`config.mk`:
```
export PLATFORM = sky130hd
export DESIGN_NAME = flash_cmd_if
export DESIGN_NICKNAME = d
export VERILOG_FILES = /design/src/rtl/flash_cmd_pkg.sv /design/src/rtl/flash_cmd_ctrl.sv /design/src/rtl/flash_cmd_dp.sv /design/src/rtl/flash_cmd_if.sv
export SDC_FILE = /design/constraint.sdc
export NUM_CORES = 1
export LEC_CHECK = 0
export ABC_AREA = 1
export BUFFER_PORTS_ARGS = -buffer_cell sky130_fd_sc_hd__buf_2
export CORE_ASPECT_RATIO = 1.5
export CORE_MARGIN = 2
export CORE_UTILIZATION = 52
export DETAILED_ROUTE_END_ITERATION = 16
export HOLD_SLACK_MARGIN = 0.05
export PLACE_DENSITY = 0.81
export SLEW_MARGIN = 15
export SYNTH_ARGS = -nofsm -noshare
export SYNTH_HDL_FRONTEND = slang
export SYNTH_HIERARCHICAL = 1
export SYNTH_SLANG_ARGS = --single-unit
```
`constraint.sdc`:
```
create_clock -name clk -period 2.1 [get_ports clk]
set_input_delay 0.105 -clock clk [delete_from_list [all_inputs] [get_ports clk]]
set_output_delay 0.105 -clock clk [all_outputs]
set_load 0.02 [all_outputs]
```
`src/rtl/flash_cmd_pkg.sv`:
```
package flash_cmd_pkg;

  localparam logic [7:0] CMD_READ_ARRAY = 8'hFF;
  localparam logic [7:0] CMD_READ_IDENT = 8'h90;
  localparam logic [7:0] CMD_READ_STAT  = 8'h70;
  localparam logic [7:0] CMD_READ_QUERY = 8'h98;
  localparam logic [7:0] CMD_CLEAR_STAT = 8'h50;
  localparam logic [7:0] CMD_ERASE_SET  = 8'h20;
  localparam logic [7:0] CMD_PGM_SET    = 8'h40;
  localparam logic [7:0] CMD_PGM_FAST   = 8'h10;
  localparam logic [7:0] CMD_SUSPEND    = 8'hB0;
  localparam logic [7:0] CMD_CONFIRM    = 8'hD0;
  localparam logic [7:0] CMD_BLANK_CONF = 8'hD1;
  localparam logic [7:0] CMD_LOCK_SET   = 8'h60;
  localparam logic [7:0] CMD_LOCK_CONF  = 8'h01;
  localparam logic [7:0] CMD_LDOWN_CONF = 8'h2F;
  localparam logic [7:0] CMD_CFG_CONF   = 8'h03;
  localparam logic [7:0] CMD_PROT_SET   = 8'hC0;
  localparam logic [15:0] PROT_LOCK_WORD = 16'hFFFD;

  typedef enum logic [3:0] {
    OP_NONE      = 4'd0,
    OP_PROGRAM   = 4'd1,
    OP_ERASE     = 4'd2,
    OP_BLANK     = 4'd3,
    OP_SUSPEND   = 4'd4,
    OP_RESUME    = 4'd5,
    OP_LOCK      = 4'd6,
    OP_UNLOCK    = 4'd7,
    OP_LOCKDOWN  = 4'd8,
    OP_PROT_PGM  = 4'd9,
    OP_PROT_LOCK = 4'd10,
    OP_CFG       = 4'd11
  } reqOp_e;

  typedef enum logic [1:0] {
    RM_ARRAY  = 2'd0,
    RM_IDENT  = 2'd1,
    RM_STATUS = 2'd2,
    RM_QUERY  = 2'd3
  } readMode_e;

  typedef enum logic [2:0] {
    ST_IDLE,
    ST_ERASE_ARG,
    ST_PGM_ARG,
    ST_LOCK_ARG,
    ST_PROT_ARG
  } cuiState_e;

  typedef struct packed {
    logic      capFirst;
    logic      setMode;
    readMode_e mode;
    logic      issue;
    reqOp_e    op;
    logic      accel;
    logic      dataFromAddr;
    logic      clearErr;
    logic      seqErr;
  } ctlStrobes_t;

endpackage

```
`src/rtl/flash_cmd_ctrl.sv`:
```
module flash_cmd_ctrl
  import flash_cmd_pkg::*;
#(
  parameter int ADDR_W = 22,
  parameter int DATA_W = 16,
  parameter logic [ADDR_W-1:0] LOCK_ADDR = 'h80
) (
  input  logic              clk,
  input  logic              rst_n,
  input  logic              wrStrobe,
  input  logic [ADDR_W-1:0] wrAddr,
  input  logic [DATA_W-1:0] wrData,
  input  logic              sameBlock,
  output ctlStrobes_t       ctl
);

  cuiState_e state, stateNxt;
  logic      accelQ, accelNxt;
  logic [7:0] cmd;

  assign cmd = wrData[7:0];

  always_ff @(posedge clk or negedge rst_n) begin
    if (!rst_n) begin
      state  <= ST_IDLE;
      accelQ <= 1'b0;
    end else begin
      state  <= stateNxt;
      accelQ <= accelNxt;
    end
  end

  always_comb begin
    stateNxt = state;
    accelNxt = accelQ;
    ctl      = '0;
    if (wrStrobe) begin
      case (state)
        ST_IDLE: begin
          case (cmd)
            CMD_READ_ARRAY: begin ctl.setMode = 1'b1; ctl.mode = RM_ARRAY;  end
            CMD_READ_IDENT: begin ctl.setMode = 1'b1; ctl.mode = RM_IDENT;  end
            CMD_READ_STAT:  begin ctl.setMode = 1'b1; ctl.mode = RM_STATUS; end
            CMD_READ_QUERY: begin ctl.setMode = 1'b1; ctl.mode = RM_QUERY;  end
            CMD_CLEAR_STAT: ctl.clearErr = 1'b1;
            CMD_ERASE_SET: begin
              ctl.capFirst = 1'b1;
              ctl.setMode  = 1'b1;
              ctl.mode     = RM_STATUS;
              stateNxt     = ST_ERASE_ARG;
            end
            CMD_PGM_SET, CMD_PGM_FAST: begin
              ctl.setMode = 1'b1;
              ctl.mode    = RM_STATUS;
              accelNxt    = (cmd == CMD_PGM_FAST);
              stateNxt    = ST_PGM_ARG;
            end
            CMD_LOCK_SET: begin
              ctl.setMode = 1'b1;
              ctl.mode    = RM_STATUS;
              stateNxt    = ST_LOCK_ARG;
            end
            CMD_PROT_SET: begin
              ctl.setMode = 1'b1;
              ctl.mode    = RM_STATUS;
              stateNxt    = ST_PROT_ARG;
            end
            CMD_SUSPEND: begin
              ctl.setMode = 1'b1;
              ctl.mode    = RM_STATUS;
              ctl.issue   = 1'b1;
              ctl.op      = OP_SUSPEND;
            end
            CMD_CONFIRM: begin
              ctl.setMode = 1'b1;
              ctl.mode    = RM_STATUS;
              ctl.issue   = 1'b1;
              ctl.op      = OP_RESUME;
            end
            default: ;
          endcase
        end
        ST_ERASE_ARG: begin
          stateNxt = ST_IDLE;
          if (sameBlock && cmd == CMD_CONFIRM) begin
            ctl.issue = 1'b1;
            ctl.op    = OP_ERASE;
          end else if (sameBlock && cmd == CMD_BLANK_CONF) begin
            ctl.issue = 1'b1;
            ctl.op    = OP_BLANK;
          end else begin
            ctl.seqErr = 1'b1;
          end
        end
        ST_PGM_ARG: begin
          stateNxt  = ST_IDLE;
          ctl.issue = 1'b1;
          ctl.op    = OP_PROGRAM;
          ctl.accel = accelQ;
        end
        ST_LOCK_ARG: begin
          stateNxt = ST_IDLE;
          case (cmd)
            CMD_LOCK_CONF:  begin ctl.issue = 1'b1; ctl.op = OP_LOCK;     end
            CMD_CONFIRM:    begin ctl.issue = 1'b1; ctl.op = OP_UNLOCK;   end
            CMD_LDOWN_CONF: begin ctl.issue = 1'b1; ctl.op = OP_LOCKDOWN; end
            CMD_CFG_CONF: begin
              ctl.issue        = 1'b1;
              ctl.op           = OP_CFG;
              ctl.dataFromAddr = 1'b1;
            end
            default: ctl.seqErr = 1'b1;
          endcase
        end
        ST_PROT_ARG: begin
          stateNxt  = ST_IDLE;
          ctl.issue = 1'b1;
          ctl.op    = (wrData == PROT_LOCK_WORD && wrAddr == LOCK_ADDR)
                      ? OP_PROT_LOCK : OP_PROT_PGM;
        end
        default: stateNxt = ST_IDLE;
      endcase
    end
  end

  // Any write that arrives while a second write is pending ends the sequence.
  assert_arg_return_R11: assert property (@(posedge clk) disable iff (!rst_n)
    (state != ST_IDLE && wrStrobe) |=> state == ST_IDLE);

  // An unknown code in idle must not leave idle or raise a request.
  assert_unknown_quiet_R13: assert property (@(posedge clk) disable iff (!rst_n)
    (state == ST_IDLE && wrStrobe && !ctl.setMode && !ctl.issue && !ctl.clearErr)
      |=> state == ST_IDLE);

endmodule

```
`src/rtl/flash_cmd_dp.sv`:
```
module flash_cmd_dp
  import flash_cmd_pkg::*;
#(
  parameter int ADDR_W  = 22,
  parameter int DATA_W  = 16,
  parameter int BLK_LSB = 15
) (
  input  logic              clk,
  input  logic              rst_n,
  input  ctlStrobes_t       ctl,
  input  logic [ADDR_W-1:0] wrAddr,
  input  logic [DATA_W-1:0] wrData,
  input  logic              rdStart,
  input  logic              wsmBusy,
  input  logic              wsmPgmErr,
  input  logic              wsmErsErr,
  output logic              sameBlock,
  output logic              reqValid,
  output reqOp_e            reqOp,
  output logic              reqAccel,
  output logic [ADDR_W-1:0] reqAddr,
  output logic [DATA_W-1:0] reqData,
  output readMode_e         readMode,
  output logic [DATA_W-1:0] statusOut
);

  localparam int BLK_W  = ADDR_W - BLK_LSB;
  localparam int HIGH_W = DATA_W - 8;

  logic [BLK_W-1:0] firstBlk;
  logic pgmErr, ersErr, ersSusp, lastErase;
  logic [7:0] statusLive;

  assign sameBlock  = (firstBlk == wrAddr[ADDR_W-1:BLK_LSB]);
  assign statusLive = {~wsmBusy, ersSusp, ersErr, pgmErr, 4'b0000};

  always_ff @(posedge clk or negedge rst_n) begin
    if (!rst_n) firstBlk <= '0;
    else if (ctl.capFirst) firstBlk <= wrAddr[ADDR_W-1:BLK_LSB];
  end

  always_ff @(posedge clk or negedge rst_n) begin
    if (!rst_n) readMode <= RM_ARRAY;
    else if (ctl.setMode) readMode <= ctl.mode;
  end

  always_ff @(posedge clk or negedge rst_n) begin
    if (!rst_n) begin
      reqValid <= 1'b0;
      reqOp    <= OP_NONE;
      reqAccel <= 1'b0;
      reqAddr  <= '0;
      reqData  <= '0;
    end else begin
      reqValid <= ctl.issue;
      if (ctl.issue) begin
        reqOp    <= ctl.op;
        reqAccel <= ctl.accel;
        reqAddr  <= wrAddr;
        reqData  <= ctl.dataFromAddr ? wrAddr[DATA_W-1:0] : wrData;
      end
    end
  end

  always_ff @(posedge clk or negedge rst_n) begin
    if (!rst_n) begin
      pgmErr <= 1'b0;
      ersErr <= 1'b0;
    end else begin
      pgmErr <= (pgmErr & ~ctl.clearErr) | wsmPgmErr | ctl.seqErr;
      ersErr <= (ersErr & ~ctl.clearErr) | wsmErsErr | ctl.seqErr;
    end
  end

  always_ff @(posedge clk or negedge rst_n) begin
    if (!rst_n) begin
      ersSusp   <= 1'b0;
      lastErase <= 1'b0;
    end else if (ctl.issue) begin
      case (ctl.op)
        OP_ERASE, OP_BLANK: lastErase <= 1'b1;
        OP_PROGRAM:         lastErase <= 1'b0;
        OP_SUSPEND:         if (lastErase) ersSusp <= 1'b1;
        OP_RESUME:          ersSusp <= 1'b0;
        default: ;
      endcase
    end
  end

  always_ff @(posedge clk or negedge rst_n) begin
    if (!rst_n) statusOut <= '0;
    else if (rdStart) statusOut <= {{HIGH_W{1'b0}}, statusLive};
  end

  assert_status_hold_R9: assert property (@(posedge clk) disable iff (!rst_n)
    !rdStart |=> $stable(statusOut));

  assert_seq_err_flags_R11: assert property (@(posedge clk) disable iff (!rst_n)
    ctl.seqErr |=> (pgmErr && ersErr && !reqValid));

  assert_resume_clears_R6: assert property (@(posedge clk) disable iff (!rst_n)
    (ctl.issue && ctl.op == OP_RESUME) |=> !ersSusp);

  assert_req_in_status_R10: assert property (@(posedge clk) disable iff (!rst_n)
    (reqValid && (reqOp == OP_PROGRAM || reqOp == OP_ERASE)) |-> readMode == RM_STATUS);

  assert_clear_err_R3: assert property (@(posedge clk) disable iff (!rst_n)
    (ctl.clearErr && !wsmPgmErr && !wsmErsErr) |=> (!pgmErr && !ersErr));

endmodule

```
`src/rtl/flash_cmd_if.sv`:
```
module flash_cmd_if
  import flash_cmd_pkg::*;
#(
  parameter int ADDR_W  = 22,
  parameter int DATA_W  = 16,
  parameter int BLK_LSB = 15,
  parameter logic [ADDR_W-1:0] LOCK_ADDR = 'h80
) (
  input  logic              clk,
  input  logic              rst_n,
  input  logic              wrStrobe,
  input  logic [ADDR_W-1:0] wrAddr,
  input  logic [DATA_W-1:0] wrData,
  input  logic              rdStart,
  input  logic              wsmBusy,
  input  logic              wsmPgmErr,
  input  logic              wsmErsErr,
  output logic              reqValid,
  output logic [3:0]        reqOp,
  output logic              reqAccel,
  output logic [ADDR_W-1:0] reqAddr,
  output logic [DATA_W-1:0] reqData,
  output logic [1:0]        readMode,
  output logic [DATA_W-1:0] statusOut
);

  ctlStrobes_t ctl;
  logic        sameBlock;
  reqOp_e      reqOpE;
  readMode_e   readModeE;

  flash_cmd_ctrl #(.ADDR_W(ADDR_W), .DATA_W(DATA_W), .LOCK_ADDR(LOCK_ADDR)) u_ctrl (
    .clk(clk), .rst_n(rst_n), .wrStrobe(wrStrobe), .wrAddr(wrAddr),
    .wrData(wrData), .sameBlock(sameBlock), .ctl(ctl)
  );

  flash_cmd_dp #(.ADDR_W(ADDR_W), .DATA_W(DATA_W), .BLK_LSB(BLK_LSB)) u_dp (
    .clk(clk), .rst_n(rst_n), .ctl(ctl), .wrAddr(wrAddr), .wrData(wrData),
    .rdStart(rdStart), .wsmBusy(wsmBusy), .wsmPgmErr(wsmPgmErr),
    .wsmErsErr(wsmErsErr), .sameBlock(sameBlock), .reqValid(reqValid),
    .reqOp(reqOpE), .reqAccel(reqAccel), .reqAddr(reqAddr), .reqData(reqData),
    .readMode(readModeE), .statusOut(statusOut)
  );

  assign reqOp    = reqOpE;
  assign readMode = readModeE;

endmodule

```
==> flow_summary.json, run 1 <==
{
  "antenna_found_initial": 1,
  "grt-ovfl-total": 0,
  "final_area_um2": 4650,
  "synth_enable_flop_cells": 0,
  "placed_cell_area_um2": 4020,
  "finalWirelength_um": 10100,
  "layout.cells.most_common_list": "172 x nand2_1, 94 x buf_2, 65 x dfrtp_1, 62 x nor2_1, 38 x inv_1",
  "layout-drive-gt1-share_pct": 25.2,
  "setup.worst_path.start_class": "flip-flop",
  "htree_levels": 3,
  "die_area_um2": 7430,
  "placed_cells_incl_taps": 651,
  "globalplace.congestion": 0.880,
  "slew_headroom_pct": 60.2,
  "routed_via_density": 5.21,
  "detail_route.first_pass.iterations": 7,
  "fin_worst_skew_ns": 0.00589,
  "p_leak_nw": 2.55,
  "pwr_density_cell_nw_per_um2": 949,
  "grt_max_degree": 43,
  "syn2layout_area_growth_pct": 32.5,
  "source_to_sink_clock_delay_at_the_later_pin_of_the_worst_skew_pair_ns": 0.34,
  "routed-via-count": 3671,
  "maxCapViolCount": 0,
  "synth_cell_type_count": 26,
  "port-buffer-count": 94,
  "min_path_type": "primary input to flip-flop",
  "synth_top_flop_cell": "dfrtp_1",
  "tightest_slew_ns": 0.597,
  "root_buffer": "clkbuf_8",
  "worst_ep_arrival_time_ns": 2.22,
  "hold_violations": 0,
  "layout_commonest_cell": "nand2_1",
  "crit_fanout": 15,
  "grtUsageTotal_pct": 26.3,
  "antenna_left": 0,
  "peakVddDrop_mv": 0.440,
  "num_io_pins": 107,
  "layout.filler_cells": 511,
  "drt_drc_violations_left": 0,
  "worst-r2r-setup-slack_ns": 0.11,
  "hpwl_um": 6610,
  "final_max_slew_viol_count": 0,
  "die_w_um": 71.1,
  "chipHeight_um": 105,
  "tritoncts": "yes",
  "avgRoutedWirePerCell_um": 14.4,
  "max_freq_mhz": 503,
  "setup.worst_path.class": "flip-flop to flip-flop",
  "totalPowerFinal_mw": 4.41,
  "finalNonFillerCells": 704,
  "fp.coreArea_um2": 6530,
  "synth_seq_cells": 65,
  "cts_sinks": 65,
  "register_area_share_after_synthesis_pct": 46.4,
  "post-route-min-period_ns": 1.99,
  "detailed_route_iter0_violations": 299,
  "worst_setup_hold_path_clk_slew_ns": 0.07,
  "syn-instance-count": 486,
  "syn-mean-instance-area_um2": 7.22,
  "cts_made_buffers": 9,
  "outcome": "completed",
  "finalSetupViolCount": 0,
  "start_util_pct": 53.7,
  "rsz_0062_raised_after_global_routing": "true",
  "number_of_global_route_vias_before_repair": 3474,
  "worst_ep_required_time_ns": 2.33,
  "final_nets": 667,
  "mappedNetlistArea_um2": 3510,
  "period_share_pct": 94.7,
  "grt_first_pass_wirelength_um": 15500,
  "ys_top_cells_by_area": "dfrtp_1 46%, nand2_1 19%, nor2_1 7.1%",
  "asyncSetResetFlopFracSynth_pct": 100,
  "yosys.area.top_type_share_pct": 46.4,
  "cts_max_path_buffers": 2,
  "std_cell_rows": 36,
  "synth.yosys.warnings": 6,
  "cp_endpoint_kind": "flip-flop",
  "yosys.area.top_type": "dfrtp_1"
}
## final timing paths
check                                        end        startpoint  cells past startpoint
worst min-delay path            u_dp/reqAddr[17]        wrAddr[17]                      3
min in group asynchronous       u_dp/readMode[0]             rst_n                      2
worst min register to register   u_dp/reqAddr[0]   u_dp/reqAddr[0]                      2
worst max register to register      u_dp/ersSusp  u_dp/firstBlk[6]                     17
max in group asynchronous        u_dp/reqData[0]             rst_n                      3
worst max-delay path                u_dp/ersSusp  u_dp/firstBlk[6]                     17
## timing repair
item | CTS | global route
hold endpoints to repair | 54 | 0
pin swaps | 0 | 7
setup endpoints to repair | 40 | 45
buffers inserted | 0 | 3
gates resized for setup | 2 | 22
hold buffers | 29 | 0
gates cloned | 0 | 4
## stage by stage
stage / hold slack (ns) / setup TNS (ns) / setup WS (ns) / utilization [%]
3_5_place_dp: 0.145 / -0.751 / -0.0765 / 61.6
5_1_grt: 0.0750 / -2.35 / -0.0843 / 71.1
6_report: 0.0534 / 0 / 0.111 / 71.1
3_3_place_gp: 0.134 / 0 / 0.0435 / 61.6
2_1_floorplan: -0.191 / 0 / 0.223 / -
4_1_cts: 0.0510 / 0 / 0.0160 / 68.8
## synthesized netlist by cell type (7+ instances only)
cell type / instances
dfrtp_1: 65
inv_1: 39
buf_4: 14
o21ai_0: 39
o21ai_1: 12
nand2_1: 177
nor2_1: 66
nand4_1: 7
a21oi_1: 8
nand3_1: 18
## layout make-up
cell class                      count  area [um2]  share of cell area [%]
Clock buffer                       14         163                    3.50
Timing Repair Buffer              138         961                    20.7
Sequential cell                    65        1630                    35.0
Multi-Input combinational cell    361        1600                    34.4
Inverter                           47         186                    4.01
Antenna cell                        1        2.50                  0.0539
Tap cell                           76        95.1                    2.05
Clock inverter                      2        12.5                   0.269
## power breakdown
part           switching, mW  total (mW)  internal [mW]  leakage, nW
Combinational           1.05        1.60          0.548         1.65
Clock                  0.468       0.961          0.493       0.0867
Sequential             0.220        1.85           1.63        0.812
Total                   1.74        4.41           2.67         2.55
## per-layer routing
metal,up-vias,track usage (%),wire [um]
met5,-,0,0
met4,0,14.2,415
met3,41,5.01,581
met2,164,47.0,5360
met1,1695,28.7,3770
li1,1771,-,-
## logic make-up after synthesis
kind of cell | share of synthesized area (%)
simple gates | 33.1
buf+inv | 10.6
flops | 46.4
compound gates | 8.63
mux | 0.963
xor+xnor | 0.250
other cells | 0.107
## registers in the layout, indices dropped and copies added (netlist names), 2 cells and up
register        flops
u_dp/reqAddr       22
u_dp/reqData       16
u_dp/firstBlk       7
u_dp/reqOp          4
u_dp/statusOut      4
u_ctrl/state        3
u_dp/readMode       2
## critical path, stage by stage, from the launching register on
cell     delay, ns
dfrtp_1       0.36
inv_2         0.05
nand2_2       0.05
nand2_1       0.06
nor2_2        0.10
nand2_1       0.07
nor2_2        0.13
inv_1         0.06
nor3_2        0.14
nand3_1       0.12
nand4_1       0.10
nand2_1       0.10
nand2_4       0.16
inv_8         0.08
nor2_2        0.13
nand2_1       0.06
nand2_1       0.07
nand2_1       0.05
Note: power is estimated with default switching activity, not from simulation.
==> inputs of run 2 (changes only) <==
- ABC_AREA: 1 -> default
- CORE_UTILIZATION: 52 -> 51
- PLACE_DENSITY: 0.81 -> 0.8
==> flow_summary.json, run 2 <==
{
  "cp_endpoint_kind": "flip-flop",
  "period_share_pct": 114,
  "failed_checks": "setup timing",
  "pwr_density_cell_nw_per_um2": 814,
  "antenna_found_initial": 1,
  "peakVddDrop_mv": 0.520,
  "multi_input_area_um2": 1780,
  "outcome": "finished, violations left",
  "synth_cell_type_count": 47,
  "holdPathStages": 2,
  "layout.cells.most_common_list": "94 x buf_2, 65 x dfrtp_1, 42 x buf_4, 27 x mux2_4, 23 x dlygate4sd3_1",
  "layout.area.seq_um2": 1630,
  "synth.area.mux_share_pct": 18.5,
  "layout_setup_ws_ns": -0.288,
  "die_area_um2": 7270,
  "worst-r2r-setup-slack_ns": -0.18,
  "root_buffer": "clkbuf_8",
  "routed-via-count": 3350,
  "synth_most_common_cell": "dfrtp_1",
  "layout-drive-gt1-share_pct": 51.7,
  "synth_top_flop_cell": "dfrtp_1",
  "source_to_sink_clock_delay_at_the_later_pin_of_the_worst_skew_pair_ns": 0.36,
  "syn2layout_area_growth_pct": 52.2,
  "finalNonFillerCells": 561,
  "detailed_route_iter0_violations": 390,
  "fp.coreArea_um2": 6440,
  "cts_sinks": 65,
  "hold_violations": 0,
  "routed_via_density": 5.97,
  "max_freq_mhz": 419,
  "synth.yosys.warnings": 6,
  "worst_ep_required_time_ns": 2.34,
  "avgRoutedWirePerCell_um": 21.6,
  "ys_top_cells_by_count": "65 x dfrtp_1, 40 x mux2_2, 28 x a21oi_1, 26 x nor2_1, 17 x mux2i_1",
  "finalSetupViolCount": 44,
  "grt_first_pass_wirelength_um": 15500,
  "globalplace.congestion": 0.918,
  "layout.filler_cells": 330,
  "grt_max_degree": 42,
  "fin_worst_skew_ns": 0.00895,
  "crit_fanout": 3,
  "synth-compound-area-share_pct": 7.74,
  "timing.hold.worst_endpoint": "u_dp/statusOut[5]",
  "ff2ff_path_depth": 12,
  "synth_seq_cells": 65,
  "num_io_pins": 107,
  "yosys.area_share.adder_pct": 0,
  "totalPowerFinal_mw": 4.16,
  "yosys.area.top_type": "dfrtp_1",
  "synth_simple_gate_area_share_pct": 15.3,
  "syn-mean-instance-area_um2": 10.9,
  "die_w_um": 70.3,
  "critical_path.reg2reg.endpoint": "u_dp/ersSusp",
  "cts_made_buffers": 9,
  "cts_max_path_buffers": 2,
  "antenna_left": 0,
  "setup.worst_path.start_class": "primary input",
  "largest_family_of_logic_cells_by_synthesized_area": "multiplexers",
  "final_max_slew_viol_count": 0,
  "p_leak_nw": 2.39,
  "placed_cells_incl_taps": 509,
  "chipHeight_um": 103,
  "htree_levels": 3,
  "worst_ep_arrival_time_ns": 2.63,
  "number_of_global_route_vias_before_repair": 3190,
  "synth_enable_flop_cells": 0,
  "tritoncts": "yes",
  "slew_headroom_pct": 60.9,
  "layout_commonest_cell": "buf_2",
  "min_path_type": "primary input to flip-flop",
  "tightest_slew_ns": 0.586,
  "grt-ovfl-total": 0,
  "hpwl_um": 6620,
  "start_util_pct": 52.2,
  "worst_r2r_startpoint": "u_dp/firstBlk[0]",
  "syn-instance-count": 308,
  "hold_path_startpoint": "rdStart",
  "rsz_0062_raised_after_global_routing": "true",
  "post-route-min-period_ns": 2.39,
  "final_nets": 525,
  "grtUsageTotal_pct": 27.9,
  "ys_top_cells_by_area": "dfrtp_1 48%, mux2_2 13%, mux2i_1 5.1%",
  "std_cell_rows": 36,
  "regMostFlops": "u_dp/reqAddr",
  "detail_route.first_pass.iterations": 11,
  "asyncSetResetFlopFracSynth_pct": 100,
  "finalWirelength_um": 12100,
  "register_area_share_after_synthesis_pct": 48.4,
  "mappedNetlistArea_um2": 3360,
  "port-buffer-count": 94,
  "yosys.area.top_type_share_pct": 48.4,
  "drt_drc_violations_left": 0,
  "largest_reg_flops": 22,
  "synth_xor_xnor_area_share_pct": 2.61,
  "worst_setup_hold_path_clk_slew_ns": 0.07,
  "largestRegisters": "u_dp/reqAddr x22, u_dp/reqData x16, u_dp/firstBlk x7",
  "maxCapViolCount": 0,
  "setup.worst_path.class": "primary input to flip-flop"
}
[run 2: cells by family after synthesis]
family | after synthesis
flip-flops | 65
other | 1
XOR/XNOR | 10
buffers and inverters | 37
AND/OR/NAND/NOR | 91
AO/OA/AOI/OAI | 47
multiplexers | 57
[run 2: cell type report]
type | instances | share of cell area [%]
Multi-Input combinational cell | 217 | 34.8
Antenna cell | 1 | 0.0489
Sequential cell | 65 | 31.8
Clock buffer | 9 | 2.42
Clock inverter | 6 | 2.10
Tap cell | 76 | 1.86
Inverter | 8 | 0.587
Timing Repair Buffer | 179 | 26.4
[run 2: layer usage]
metal | GRT usage (%) | share of wire, %
met5 | 0 | 0
met4 | 14.1 | 5.6
met3 | 4.07 | 6.4
met2 | 50.8 | 52
met1 | 31.9 | 36
[run 2: critical path, stage by stage]
cell	delay, ns
dlygate4sd3_1	0.53
buf_2	0.15
nor4_1	0.48
nand4_1	0.23
or3_1	0.44
a21oi_1	0.22
and4bb_1	0.23
a21oi_1	0.17
a21oi_1	0.07
[run 2: through the flow]
| stage | setup slack (ns) | setup TNS (ns) | hold slack, ns | cell area, um2 | util (%) |
|---|---|---|---|---|---|
| detailed placement | -0.238 | -9.01 | 0.143 | 4220 | 65.5 |
| floorplan | -0.0751 | -1.69 | -0.191 | 3470 | - |
| finish | -0.288 | -4.82 | 0.0737 | 5110 | 79.4 |
| global route | -0.383 | -9.36 | 0.0865 | 5110 | 79.4 |
| global placement | -0.176 | -6.20 | 0.123 | 4220 | 65.5 |
| CTS | -0.115 | -2.15 | 0.0557 | 4910 | 76.3 |
[run 2: worst max path at each step]
stage               cells after the start                to        startpoint  slack [ns]
finish                                  9      u_dp/ersSusp        wrAddr[11]       -0.29
global route                            9      u_dp/ersSusp         wrAddr[1]       -0.38
CTS                                    11  u_dp/reqAddr[13]  u_dp/firstBlk[0]       -0.11
detailed placement                      8   u_dp/reqAddr[6]         wrData[2]       -0.24
global placement                        8   u_dp/reqAddr[7]         wrData[2]       -0.18
floorplan                               9   u_dp/reqAddr[3]         wrData[7]       -0.08
[run 2: what timing repair did]
item                                    4_1_cts  5_1_grt
buffers inserted                              6        5
gates resized for setup                      31       41
endpoints found under the hold margin        48        0
hold buffers                                 23        0
endpoints found under the setup margin       52       52
gates cloned                                  2        2
pin swaps                                     6        5
[run 2: report_power, final]
group	internal, mW	switching [mW]	total [mW]
registers	1.48	0.181	1.66
clock network	0.777	0.498	1.28
logic	0.518	0.708	1.23
